$ cat src/rtl/prio_irq_pkg.sv
package prio_irq_pkg;

   typedef enum logic [1:0] {
      ACC_PLAIN = 2'd0,
      ACC_OR    = 2'd1,
      ACC_ANDN  = 2'd2,
      ACC_XOR   = 2'd3
   } acc_mode_e;

   localparam int BUS_W = 32;

   // register groups: byte address bits [ADDR_W-1:4]
   localparam logic [7:0] G_VEC   = 8'h00;
   localparam logic [7:0] G_DONE  = 8'h01;
   localparam logic [7:0] G_CTL   = 8'h02;
   localparam logic [7:0] G_STAT  = 8'h03;
   localparam logic [7:0] G_LINE0 = 8'h04;
   localparam logic [7:0] G_LINE1 = 8'h05;
   localparam logic [7:0] G_SRC0  = 8'h06;
   localparam logic [7:0] G_BASE  = 8'h16;
   localparam logic [7:0] G_CLR0  = 8'h1D;
   localparam logic [7:0] G_CLR1  = 8'h1E;
   localparam logic [7:0] G_SPARE = 8'h1F;

   localparam int CTL_GEN_BIT  = 16;
   localparam int CTL_RCLM_BIT = 18;
   localparam int CTL_NONE_BIT = 19;

   function automatic logic [BUS_W-1:0] merge_wr(input logic [BUS_W-1:0] cur,
                                                 input logic [BUS_W-1:0] wd,
                                                 input acc_mode_e m);
      case (m)
         ACC_PLAIN: return wd;
         ACC_OR:    return cur | wd;
         ACC_ANDN:  return cur & ~wd;
         default:   return cur ^ wd;
      endcase
   endfunction

endpackage

$ cat src/rtl/irq_pick.sv
module irq_pick #(
   parameter int NUM_SRC = 64,
   parameter int PRIO_W  = 2,
   localparam int NUM_LVL = 1 << PRIO_W,
   localparam int IDX_W   = $clog2(NUM_SRC)
) (
   input  logic [NUM_SRC-1:0]        pend,
   input  logic [NUM_SRC*PRIO_W-1:0] lvl_flat,
   output logic                      win_valid,
   output logic [IDX_W-1:0]          win_idx,
   output logic [PRIO_W-1:0]         win_lvl
);

   function automatic logic [IDX_W-1:0] lowest_set(input logic [NUM_SRC-1:0] v);
      logic [IDX_W-1:0] r;
      r = '0;
      for (int i = NUM_SRC - 1; i >= 0; i--)
         if (v[i]) r = IDX_W'(i);
      return r;
   endfunction

   logic [NUM_LVL-1:0] lvl_any;
   logic [IDX_W-1:0]   lvl_idx [NUM_LVL];

   // one lowest-index finder per level, all in parallel
   for (genvar l = 0; l < NUM_LVL; l++) begin : g_lvl
      logic [NUM_SRC-1:0] hit;
      for (genvar n = 0; n < NUM_SRC; n++) begin : g_src
         assign hit[n] = pend[n] && (lvl_flat[n*PRIO_W +: PRIO_W] == PRIO_W'(l));
      end
      assign lvl_any[l] = |hit;
      assign lvl_idx[l] = lowest_set(hit);
   end

   always_comb begin
      win_valid = 1'b0;
      win_idx   = '0;
      win_lvl   = '0;
      for (int l = 0; l < NUM_LVL; l++) begin
         if (lvl_any[l]) begin
            win_valid = 1'b1;
            win_idx   = lvl_idx[l];
            win_lvl   = PRIO_W'(l);
         end
      end
   end

endmodule

$ cat src/rtl/irq_level_track.sv
module irq_level_track #(
   parameter int PRIO_W = 2,
   localparam int NUM_LVL = 1 << PRIO_W
) (
   input  logic               clk,
   input  logic               rst_n,
   input  logic               gen_en,
   input  logic               nest_off,
   input  logic               win_valid,
   input  logic [PRIO_W-1:0]  win_lvl,
   input  logic               entry,
   input  logic               ack_wr,
   input  logic [NUM_LVL-1:0] ack_bits,
   output logic [NUM_LVL-1:0] in_svc,
   output logic               irq_ok
);

   logic [NUM_LVL-1:0] ack_mask, entry_mask;
   logic               none_at_or_above;

   assign ack_mask   = ack_wr ? ack_bits : '0;
   assign entry_mask = entry ? (NUM_LVL'(1) << win_lvl) : '0;

   always_ff @(posedge clk or negedge rst_n) begin
      if (!rst_n) in_svc <= '0;
      else        in_svc <= (in_svc & ~ack_mask) | entry_mask;
   end

   assign none_at_or_above = ((in_svc >> win_lvl) == '0);
   assign irq_ok = gen_en && win_valid &&
                   (nest_off ? (in_svc == '0) : none_at_or_above);

endmodule

$ cat src/rtl/prio_irq_hub.sv
module prio_irq_hub
   import prio_irq_pkg::*;
#(
   parameter int NUM_SRC = 64,
   parameter int PRIO_W  = 2,
   parameter int ADDR_W  = 12
) (
   input  logic               clk,
   input  logic               rst_n,
   input  logic [NUM_SRC-1:0] irq_lines,
   input  logic [ADDR_W-1:0]  bus_addr,
   input  logic               bus_wr,
   input  logic               bus_rd,
   input  logic [31:0]        bus_wdata,
   output logic [31:0]        bus_rdata,
   output logic               irq_out
);

   localparam int NUM_LVL   = 1 << PRIO_W;
   localparam int IDX_W     = $clog2(NUM_SRC);
   localparam int NUM_WORDS = NUM_SRC / 4;
   localparam int WSEL_W    = $clog2(NUM_WORDS);
   localparam int GW        = ADDR_W - 4;

   if (NUM_SRC % 32 != 0 || NUM_SRC < 32 || NUM_SRC > 64) begin : g_bad_src
      $error("NUM_SRC must be 32 or 64");
   end
   if (PRIO_W < 1 || PRIO_W > 2) begin : g_bad_prio
      $error("PRIO_W must be 1 or 2");
   end
   if (ADDR_W < 9) begin : g_bad_addr
      $error("ADDR_W must be at least 9");
   end

   // ---------------- decode ----------------
   logic [GW-1:0]     grp;
   acc_mode_e         mode;
   logic              src_hit;
   logic [WSEL_W-1:0] sel_w;

   assign grp     = bus_addr[ADDR_W-1:4];
   assign mode    = acc_mode_e'(bus_addr[3:2]);
   assign src_hit = (grp >= GW'(G_SRC0)) && (grp < GW'(G_SRC0) + GW'(NUM_WORDS));
   assign sel_w   = WSEL_W'(grp - GW'(G_SRC0));

   // ---------------- state ----------------
   logic              gen_en, rd_claim, nest_off;
   logic [29:0]       tbase;
   logic [31:0]       spare;
   logic [IDX_W-1:0]  held_idx, shown_idx;

   logic [PRIO_W-1:0] s_lvl [NUM_SRC];
   logic              s_en  [NUM_SRC];
   logic              s_sw  [NUM_SRC];

   logic [NUM_SRC-1:0]        pend;
   logic [NUM_SRC*PRIO_W-1:0] lvl_flat;
   logic [31:0]               word_img [NUM_WORDS];
   logic [31:0]               wr_word, cfg_img, cfg_new, base_new;

   logic               win_valid, irq_ok, entry, ack_wr;
   logic [IDX_W-1:0]   win_idx;
   logic [PRIO_W-1:0]  win_lvl;
   logic [NUM_LVL-1:0] in_svc;

   assign cfg_img  = 32'({nest_off, rd_claim, 1'b0, gen_en}) << CTL_GEN_BIT;
   assign cfg_new  = merge_wr(cfg_img, bus_wdata, mode);
   assign base_new = merge_wr({tbase, 2'b00}, bus_wdata, mode);
   assign wr_word  = merge_wr(word_img[sel_w], bus_wdata, mode);

   // ---------------- per-source storage ----------------
   for (genvar n = 0; n < NUM_SRC; n++) begin : g_src
      localparam logic [7:0] MY_CLR = (n < 32) ? G_CLR0 : G_CLR1;
      localparam int         SH     = (n % 4) * 8;

      always_ff @(posedge clk or negedge rst_n) begin
         if (!rst_n) begin
            s_lvl[n] <= '0;
            s_en[n]  <= 1'b0;
            s_sw[n]  <= 1'b0;
         end else if (bus_wr && src_hit && sel_w == WSEL_W'(n / 4)) begin
            s_lvl[n] <= wr_word[SH +: PRIO_W];
            s_en[n]  <= wr_word[SH + 2];
            s_sw[n]  <= wr_word[SH + 3];
         end else if (bus_wr && grp == GW'(MY_CLR) && bus_wdata[n % 32]) begin
            s_sw[n]  <= 1'b0;
         end
      end

      assign pend[n] = s_en[n] && (irq_lines[n] || s_sw[n]);
      assign lvl_flat[n*PRIO_W +: PRIO_W] = s_lvl[n];
      assign word_img[n / 4][SH +: 8] = {4'b0000, s_sw[n], s_en[n], 2'(s_lvl[n])};
   end

   // ---------------- global registers ----------------
   always_ff @(posedge clk or negedge rst_n) begin
      if (!rst_n) begin
         gen_en   <= 1'b0;
         rd_claim <= 1'b0;
         nest_off <= 1'b0;
         tbase    <= '0;
         spare    <= '0;
         held_idx <= '0;
      end else begin
         held_idx <= shown_idx;
         if (bus_wr && grp == GW'(G_CTL)) begin
            gen_en   <= cfg_new[CTL_GEN_BIT];
            rd_claim <= cfg_new[CTL_RCLM_BIT];
            nest_off <= cfg_new[CTL_NONE_BIT];
         end
         if (bus_wr && grp == GW'(G_BASE))  tbase <= base_new[31:2];
         if (bus_wr && grp == GW'(G_SPARE)) spare <= merge_wr(spare, bus_wdata, mode);
      end
   end

   // ---------------- selection and level tracking ----------------
   irq_pick #(.NUM_SRC(NUM_SRC), .PRIO_W(PRIO_W)) u_pick (
      .pend      (pend),
      .lvl_flat  (lvl_flat),
      .win_valid (win_valid),
      .win_idx   (win_idx),
      .win_lvl   (win_lvl)
   );

   assign entry  = irq_ok && grp == GW'(G_VEC) && (rd_claim ? bus_rd : bus_wr);
   assign ack_wr = bus_wr && grp == GW'(G_DONE);

   irq_level_track #(.PRIO_W(PRIO_W)) u_track (
      .clk       (clk),
      .rst_n     (rst_n),
      .gen_en    (gen_en),
      .nest_off  (nest_off),
      .win_valid (win_valid),
      .win_lvl   (win_lvl),
      .entry     (entry),
      .ack_wr    (ack_wr),
      .ack_bits  (bus_wdata[NUM_LVL-1:0]),
      .in_svc    (in_svc),
      .irq_ok    (irq_ok)
   );

   assign shown_idx = irq_ok ? win_idx : held_idx;
   assign irq_out   = irq_ok;

   // ---------------- read mux ----------------
   logic [63:0] raw64;
   assign raw64 = 64'(irq_lines);

   always_comb begin
      if (grp == GW'(G_VEC))        bus_rdata = {tbase + 30'(shown_idx), 2'b00};
      else if (grp == GW'(G_CTL))   bus_rdata = cfg_img;
      else if (grp == GW'(G_STAT))  bus_rdata = 32'(shown_idx);
      else if (grp == GW'(G_LINE0)) bus_rdata = raw64[31:0];
      else if (grp == GW'(G_LINE1)) bus_rdata = raw64[63:32];
      else if (src_hit)             bus_rdata = word_img[sel_w];
      else if (grp == GW'(G_BASE))  bus_rdata = {tbase, 2'b00};
      else if (grp == GW'(G_SPARE)) bus_rdata = spare;
      else                          bus_rdata = '0;
   end

   logic unused_bits;
   assign unused_bits = ^{bus_addr[1:0], cfg_new, base_new[1:0], wr_word, bus_wdata};

endmodule

$ cat config.mk
export PLATFORM = sky130hd
export DESIGN_NAME = prio_irq_hub
export DESIGN_NICKNAME = d
export VERILOG_FILES = /design/src/rtl/prio_irq_pkg.sv /design/src/rtl/irq_pick.sv /design/src/rtl/irq_level_track.sv /design/src/rtl/prio_irq_hub.sv
export SDC_FILE = /design/constraint.sdc
export NUM_CORES = 1
export LEC_CHECK = 0
export ABC_AREA = 1
export BUFFER_PORTS_ARGS = -buffer_cell sky130_fd_sc_hd__buf_2
export CORE_MARGIN = 4
export CORE_UTILIZATION = 50
export CTS_CLUSTER_DIAMETER = 120
export DETAILED_ROUTE_END_ITERATION = 7
export HOLD_SLACK_MARGIN = 0.15
export PLACE_DENSITY = 0.79
export SLEW_MARGIN = 30
export SYNTH_ARGS = -nofsm -noshare
export SYNTH_HDL_FRONTEND = slang
export SYNTH_SLANG_ARGS = --single-unit
$ cat constraint.sdc
create_clock -name clk -period 10.33 [get_ports clk]
set_input_delay 1.5495 -clock clk [delete_from_list [all_inputs] [get_ports clk]]
set_output_delay 1.5495 -clock clk [all_outputs]
set_load 0.005 [all_outputs]
======== After elaboration in Yosys (flattened, before gate mapping) ========
Cells that the tools add are included.
storage, ports and cells
  flip-flop bits (word level) ............. 331
  bits of input ports ..................... 112
  output and inout bits ................... 33
  logic and storage cells ................. 1,469
cells by class
  $add $sub $neg .......................... 2
  order comparisons ....................... 3
  equal/unequal tests ..................... 218
  shift operators ......................... 2
  multiplexer cells ....................... 415
  bitwise logic cells ..................... 17
  reduce and logical (&&, ||, !) cells .... 613
operators by type and width
  kind                count
  $mux 6              261
  $logic_and 1x1->1   412
  $mux 32             10
  $eq 2x2->1 const B  129
  $reduce_or 64->1    4
  $pmux 32 s3         2
  $mux 1              135
  $eq 2x1->1 const B  65
  $logic_not 2->1     65
  $bmux 32 s4         1
  $reduce_bool 2->1   64
  $pmux 28 s3         1
  $and 32x32->32      2
  $logic_or 1x1->1    64
  $or 32x32->32       2
  $xor 32x32->32      2
  $pmux 20 s3         1
  $eq 4x4->1 const B  8
  $eq 8x5->1 const B  4
  $not 32->32         1
  $add 30x6->30       1
  $and 28x28->28      1
  $or 28x28->28       1
  $xor 28x28->28      1
  23 further kinds    33

======== Logic depth before layout (Yosys ltp) ========
  depth after elaboration ................. 75
  gate-level depth with buffers ........... 95
  depth with buffers taken out ............ 95

======== Modules after synthesis ========
Synthesis repeated with hierarchy kept, for this count alone.
unflattened totals
  cell total of the unflattened synthesis .. 4,342
  area total of the unflattened synthesis .. 27,422.6 um2
by module, submodules not included
  module           instances  cells an instance  area an instance (um2)  sequential area each (um2)
  prio_irq_hub     1          3,054              21,942.3                8,182.8
  irq_pick         1          1,256              5,255.0                 0.0
  irq_level_track  1          32                 225.2                   100.1

======== Least setup slack after synthesis ========
No wires, ideal clock.
  path kind ............................... input-to-output
  start ................................... input irq_lines[62]
  end ..................................... output bus_rdata[28]
  arrival time ............................ 7,602 ps
  data required time ...................... 8,781 ps
  path slack .............................. 1,178 ps
  stages on the path ...................... 95
  path buffers ............................ 0
  cells stage by stage .................... inv_2 -> nand2_1 -> nand3_1 -> nand2_1 -> nand2_1 -> nand2_1 -> nand2_1 -> nand2_1 -> nand2_1 -> nand2_1 -> nand2_1 -> nand2_1 -> nand2_1 -> nand2_1 -> nand2_1 -> nand2_1 -> nand2_1 -> nand2_1 -> [59 not listed] -> nand3_1 -> nand2_1 -> nand2_1 -> nor2_1 -> nand2_1 -> nor2_1 -> nand2_1 -> nor2_1 -> inv_1 -> nor4_1 -> nand4_1 -> nor2_1 -> nand2_1 -> nor3_1 -> inv_1 -> o21ai_0 -> o211ai_1 -> o2111ai_1
between the ends
  cells in the longest elaborated chain, start to end .. 73
  elaborated cells on any way between the ends .. 281
  classes of those cells .................. add/sub: 1; shift: 1; mux: 266; reduce/logical: 13
RTL lines
  what                   RTL line             RTL
  start, declared        prio_irq_hub.sv:10   input logic [NUM_SRC-1:0] irq_lines,
  $logic_or 1x1->1 *     prio_irq_hub.sv:90   assign pend[n] = s_en[n] && (irq_lines[n] || s_sw[n]);
  $logic_and 1x1->1 *    prio_irq_hub.sv:90
  $logic_and 1x1->1      irq_pick.sv:29       assign hit[n] = pend[n] && (lvl_flat[n*PRIO_W +: PRIO_W] == PRIO_W'(l));
  $mux 6 (63 in series)  irq_pick.sv:18       if (v[i]) r = IDX_W'(i);
  $mux 6 (4 in series)   irq_pick.sv:40       if (lvl_any[l]) begin
  $mux 6 *               prio_irq_hub.sv:142  assign shown_idx = irq_ok ? win_idx : held_idx;
  via shown_idx[0]       prio_irq_hub.sv:50   logic [IDX_W-1:0] held_idx, shown_idx;
  $add 30x6->30 *        prio_irq_hub.sv:150  if (grp == GW'(G_VEC)) bus_rdata = {tbase + 30'(shown_idx), 2'b00};
  $mux 32 *              prio_irq_hub.sv:150
  end, declared          prio_irq_hub.sv:15   output logic [31:0] bus_rdata,
The timed path passes the listed nets; every way through them passes the cells marked *.

======== Worst setup path after layout ========
  start ................................... input irq_lines[62]
  end ..................................... output bus_rdata[31]
The elaborated chain is that of the path after synthesis.

==> results.md <==
- Status: finished, violations left
- Violated checks: setup timing
- Drt first pass iters: 6
- Clock transition at path regs: 60 ps
- DIE WIDTH: 232 um
- Clock Sinks: 331
- Dpl cells: 4455
- Total power: 4370 uW
- Share of cells above drive strength 1: 12.0%
- Cells after synthesis: 3666
- Largest net degree at the start of global routing: 90
- Crit Path Max Fanout: 4
- Core Region: 49200 um^2
- R2R cell count: 70
- Leakage: 0.0146 uW
- Post-synth EDFFs: 0
- Wire per inst: 23.3 um
- Clk Latency, worst-skew pair: 610 ps
- Sequential Power Share: 34.2%
- Via Count: 28413
- Ratio of final minimum period to clock period: 103%
- Hold Vio Cnt, Final: 0
- Ys flop type: dfrtp_1
- Final ANT Viol Nets: 0
- Initial Util: 50.8%
- Total Wirelength: 106 mm
- Final setup fails: 3
- Clock power frac: 35.2%
- Commonest non-fill, non-tap cell in the layout: nand2_1
- Critical Path End Type: output pin
- Minimum clock period: 10600 ps
- Max_slew headroom: 33.3%
- Int Power: 2710 uW
- Slew @ Worst Pin: 993 ps
- Worst Path Required: 8780 ps
- VDD IR max: 0.116 mV
- Setup crit start: irq_lines[62]
- CTS H-tree lvls: 2
- Post-synth ARST share: 100%
- Mapped cell area: 25000 um^2
- Crit Path Category: in2out
- Number of port buffers: 142
- Layout Cells excl Fill: 4548
- Max Clock Skew: 34.1 ps
- Maximum clock rate: 94.4 MHz
- Sw power: 1650 uW
- Distinct cells, synth: 44
- Drt via density: 6.25
- Final Max Tran Viols: 0
- Vias in the first global route: 25818
- Final HPWL DP: 78.6 mm
- Row cnt: 81
- Initial antenna violation count: 0
- Worst r2r dst: held_idx[0]$_DFF_PN0_
- # nets final: 4133
- Switch share: 37.8%
- Worst Slack Setup Final: -266 ps
- CP max stage delay: 280 ps
- Register area share after synthesis: 33.1%
- CP arrival: 9050 ps
- Max Cap Violations: 0
- End of the critical path: bus_rdata[31]
- Flops & latches, synth: 331
- Ys Warns: 0
- CTS Buffer Depth: 3
- Num CTS Buffers: 41
- Highest-count cells in the layout ignoring fill and taps: nand2_1, o21ai_0, inv_1
- Placer Congestion: 1.05
- Root buf cell: clkbuf_16
- Reg2reg start: s_sw[0]$_DFFE_PN0P_
- First-pass GRT wire length: 157 mm
- Layout area overhead: 15.9%
- Cell mode on critical path: nand2_1
- Hold/Removal Path Class: reg2reg
- Post-Syn Nets: 3948
- GR Overflow Total: 0
- Reg-to-reg slack, setup: 5430 ps
- Gr usage total: 38.2%
- Die area: 53600 um^2
- Avg Synthesized Cell Area: 6.82 um^2
- Crit start category: input port
- Unrepaired setup endpoints after global routing: yes
- Power Dens Cells: 151 nW/um^2
- DRC: 0
- Combinational Power Share: 30.6%
- DR iter-0 viols: 4155
- CP max stage cell: a32o_2
- CTS tree: built
- Chip height: 232 um
- I/O pin cnt: 145
[cell families (layout without fill, tap and decap cells)]
logic type	count (synthesis)	after routing	share of synthesized area, %
adders and majority gates	170	170	8.54
muxes	1	1	0.0451
buffers and inverters	597	814	8.97
xor gates and xnor gates	3	3	0.105
and+or+nand+nor	1585	1585	25.7
DFF	331	331	33.1
other	0	1	0
AOI/OAI and AO/OA	979	979	23.5
[stage by stage]
stage                     hold WS, ps  TNS (ps)  util [%]  worst slack [ps]  instance area (um^2)
after CTS                         490      -118      58.3              -118                 28700
after detailed placement          476     -1250      55.0              -404                 27100
after global placement            466     -1150      55.0              -384                 27000
final                             491      -681      58.9              -266                 29000
after global routing              510    -10060      58.9             -1050                 28900
after floorplan                   453         0         -              1180                 25000
[worst max-delay path: cells and delay by family]
kind,cells,cell delay [ps]
simple gates,83,6170
compound gates,5,660
buf+inv,6,510
fa+ha+maj,1,150
[routing by layer]
metal  routed length (um)  global-route usage [%]  up-vias  part of all wire (%)
met5                    0                       0        -                     0
met4                 8170                    23.2        0                   7.7
met3                13700                    8.51      487                    13
met2                44800                    56.9     2040                    42
met1                39300                    50.6    13135                    37
li1                     -                       -    12751                     -
[registers in the layout, summed over array words and instances, names as in the netlist, 4 cells and up]
name            cells
s_sw               64
spare              32
u_track.in_svc      4
s_en               64
lvl_flat          128
tbase              30
held_idx            6
[worst min-delay path by stage]
stage,startpoint,to,cells after the start
after floorplan,s_en[24]$_DFFE_PN0P_,s_en[24]$_DFFE_PN0P_,2
after global placement,s_en[25]$_DFFE_PN0P_,s_en[25]$_DFFE_PN0P_,2
after detailed placement,s_en[27]$_DFFE_PN0P_,s_en[27]$_DFFE_PN0P_,2
after CTS,s_en[27]$_DFFE_PN0P_,s_en[27]$_DFFE_PN0P_,2
after global routing,s_en[27]$_DFFE_PN0P_,s_en[27]$_DFFE_PN0P_,2
final,s_en[26]$_DFFE_PN0P_,s_en[26]$_DFFE_PN0P_,2
[synthesized netlist by cell type, types with 2 or more instances]
master / count / area, um^2
a22oi_1: 26 / 195
inv_1: 423 / 1590
o221ai_1: 49 / 429
nor3_1: 15 / 75.1
a21o_1: 8 / 60.1
nand3_1: 274 / 1370
nand2_1: 882 / 3310
a211oi_1: 14 / 105
inv_2: 13 / 48.8
clkbuf_1: 144 / 541
a22o_1: 5 / 43.8
a221oi_1: 7 / 61.3
ha_1: 169 / 2110
o21ai_1: 10 / 50.1
o22ai_1: 103 / 644
buf_1: 8 / 30.0
dfrtp_1: 331 / 8280
o21bai_1: 5 / 37.5
o2111ai_1: 24 / 210
clkinv_1: 9 / 33.8
o21ai_0: 500 / 2500
nand4_1: 22 / 138
nor4_1: 4 / 25.0
o211ai_1: 101 / 758
or2_2: 4 / 25.0
xnor2_1: 2 / 17.5
nor2_1: 380 / 1430
o31ai_1: 19 / 143
o21a_1: 22 / 165
a31oi_1: 17 / 106
a21oi_1: 63 / 315
[area by class of cell]
| type | count | area [um^2] |
|---|---|---|
| multi-input combinational | 2738 | 14800 |
| inverter | 445 | 1680 |
| antenna | 1 | 2.50 |
| clock inverter | 16 | 196 |
| timing repair buffer | 294 | 1920 |
| tap | 664 | 831 |
| fill | 4625 | 20200 |
| sequential | 331 | 8280 |
| clock buffer | 59 | 1210 |
[power by group through the flow]
stage	clock, uW	sequential, uW	combinational, uW
finish	1540	1490	1340
global route	1590	1500	1450
CTS	1530	1490	1230
detailed placement	0	1510	1190
global placement	0	1510	1180
floorplan	0	1490	728
[timing repair]
action / in CTS / in global routing
hold buffers: 0 / 0
endpoints found under the hold margin: 0 / 0
setup buffers: 10 / 9
endpoints found under the setup margin: 7 / 18
pin swaps: 23 / 41
gates cloned: 0 / 0
resized for setup: 32 / 72
Note: power is estimated with default switching activity, not from simulation.
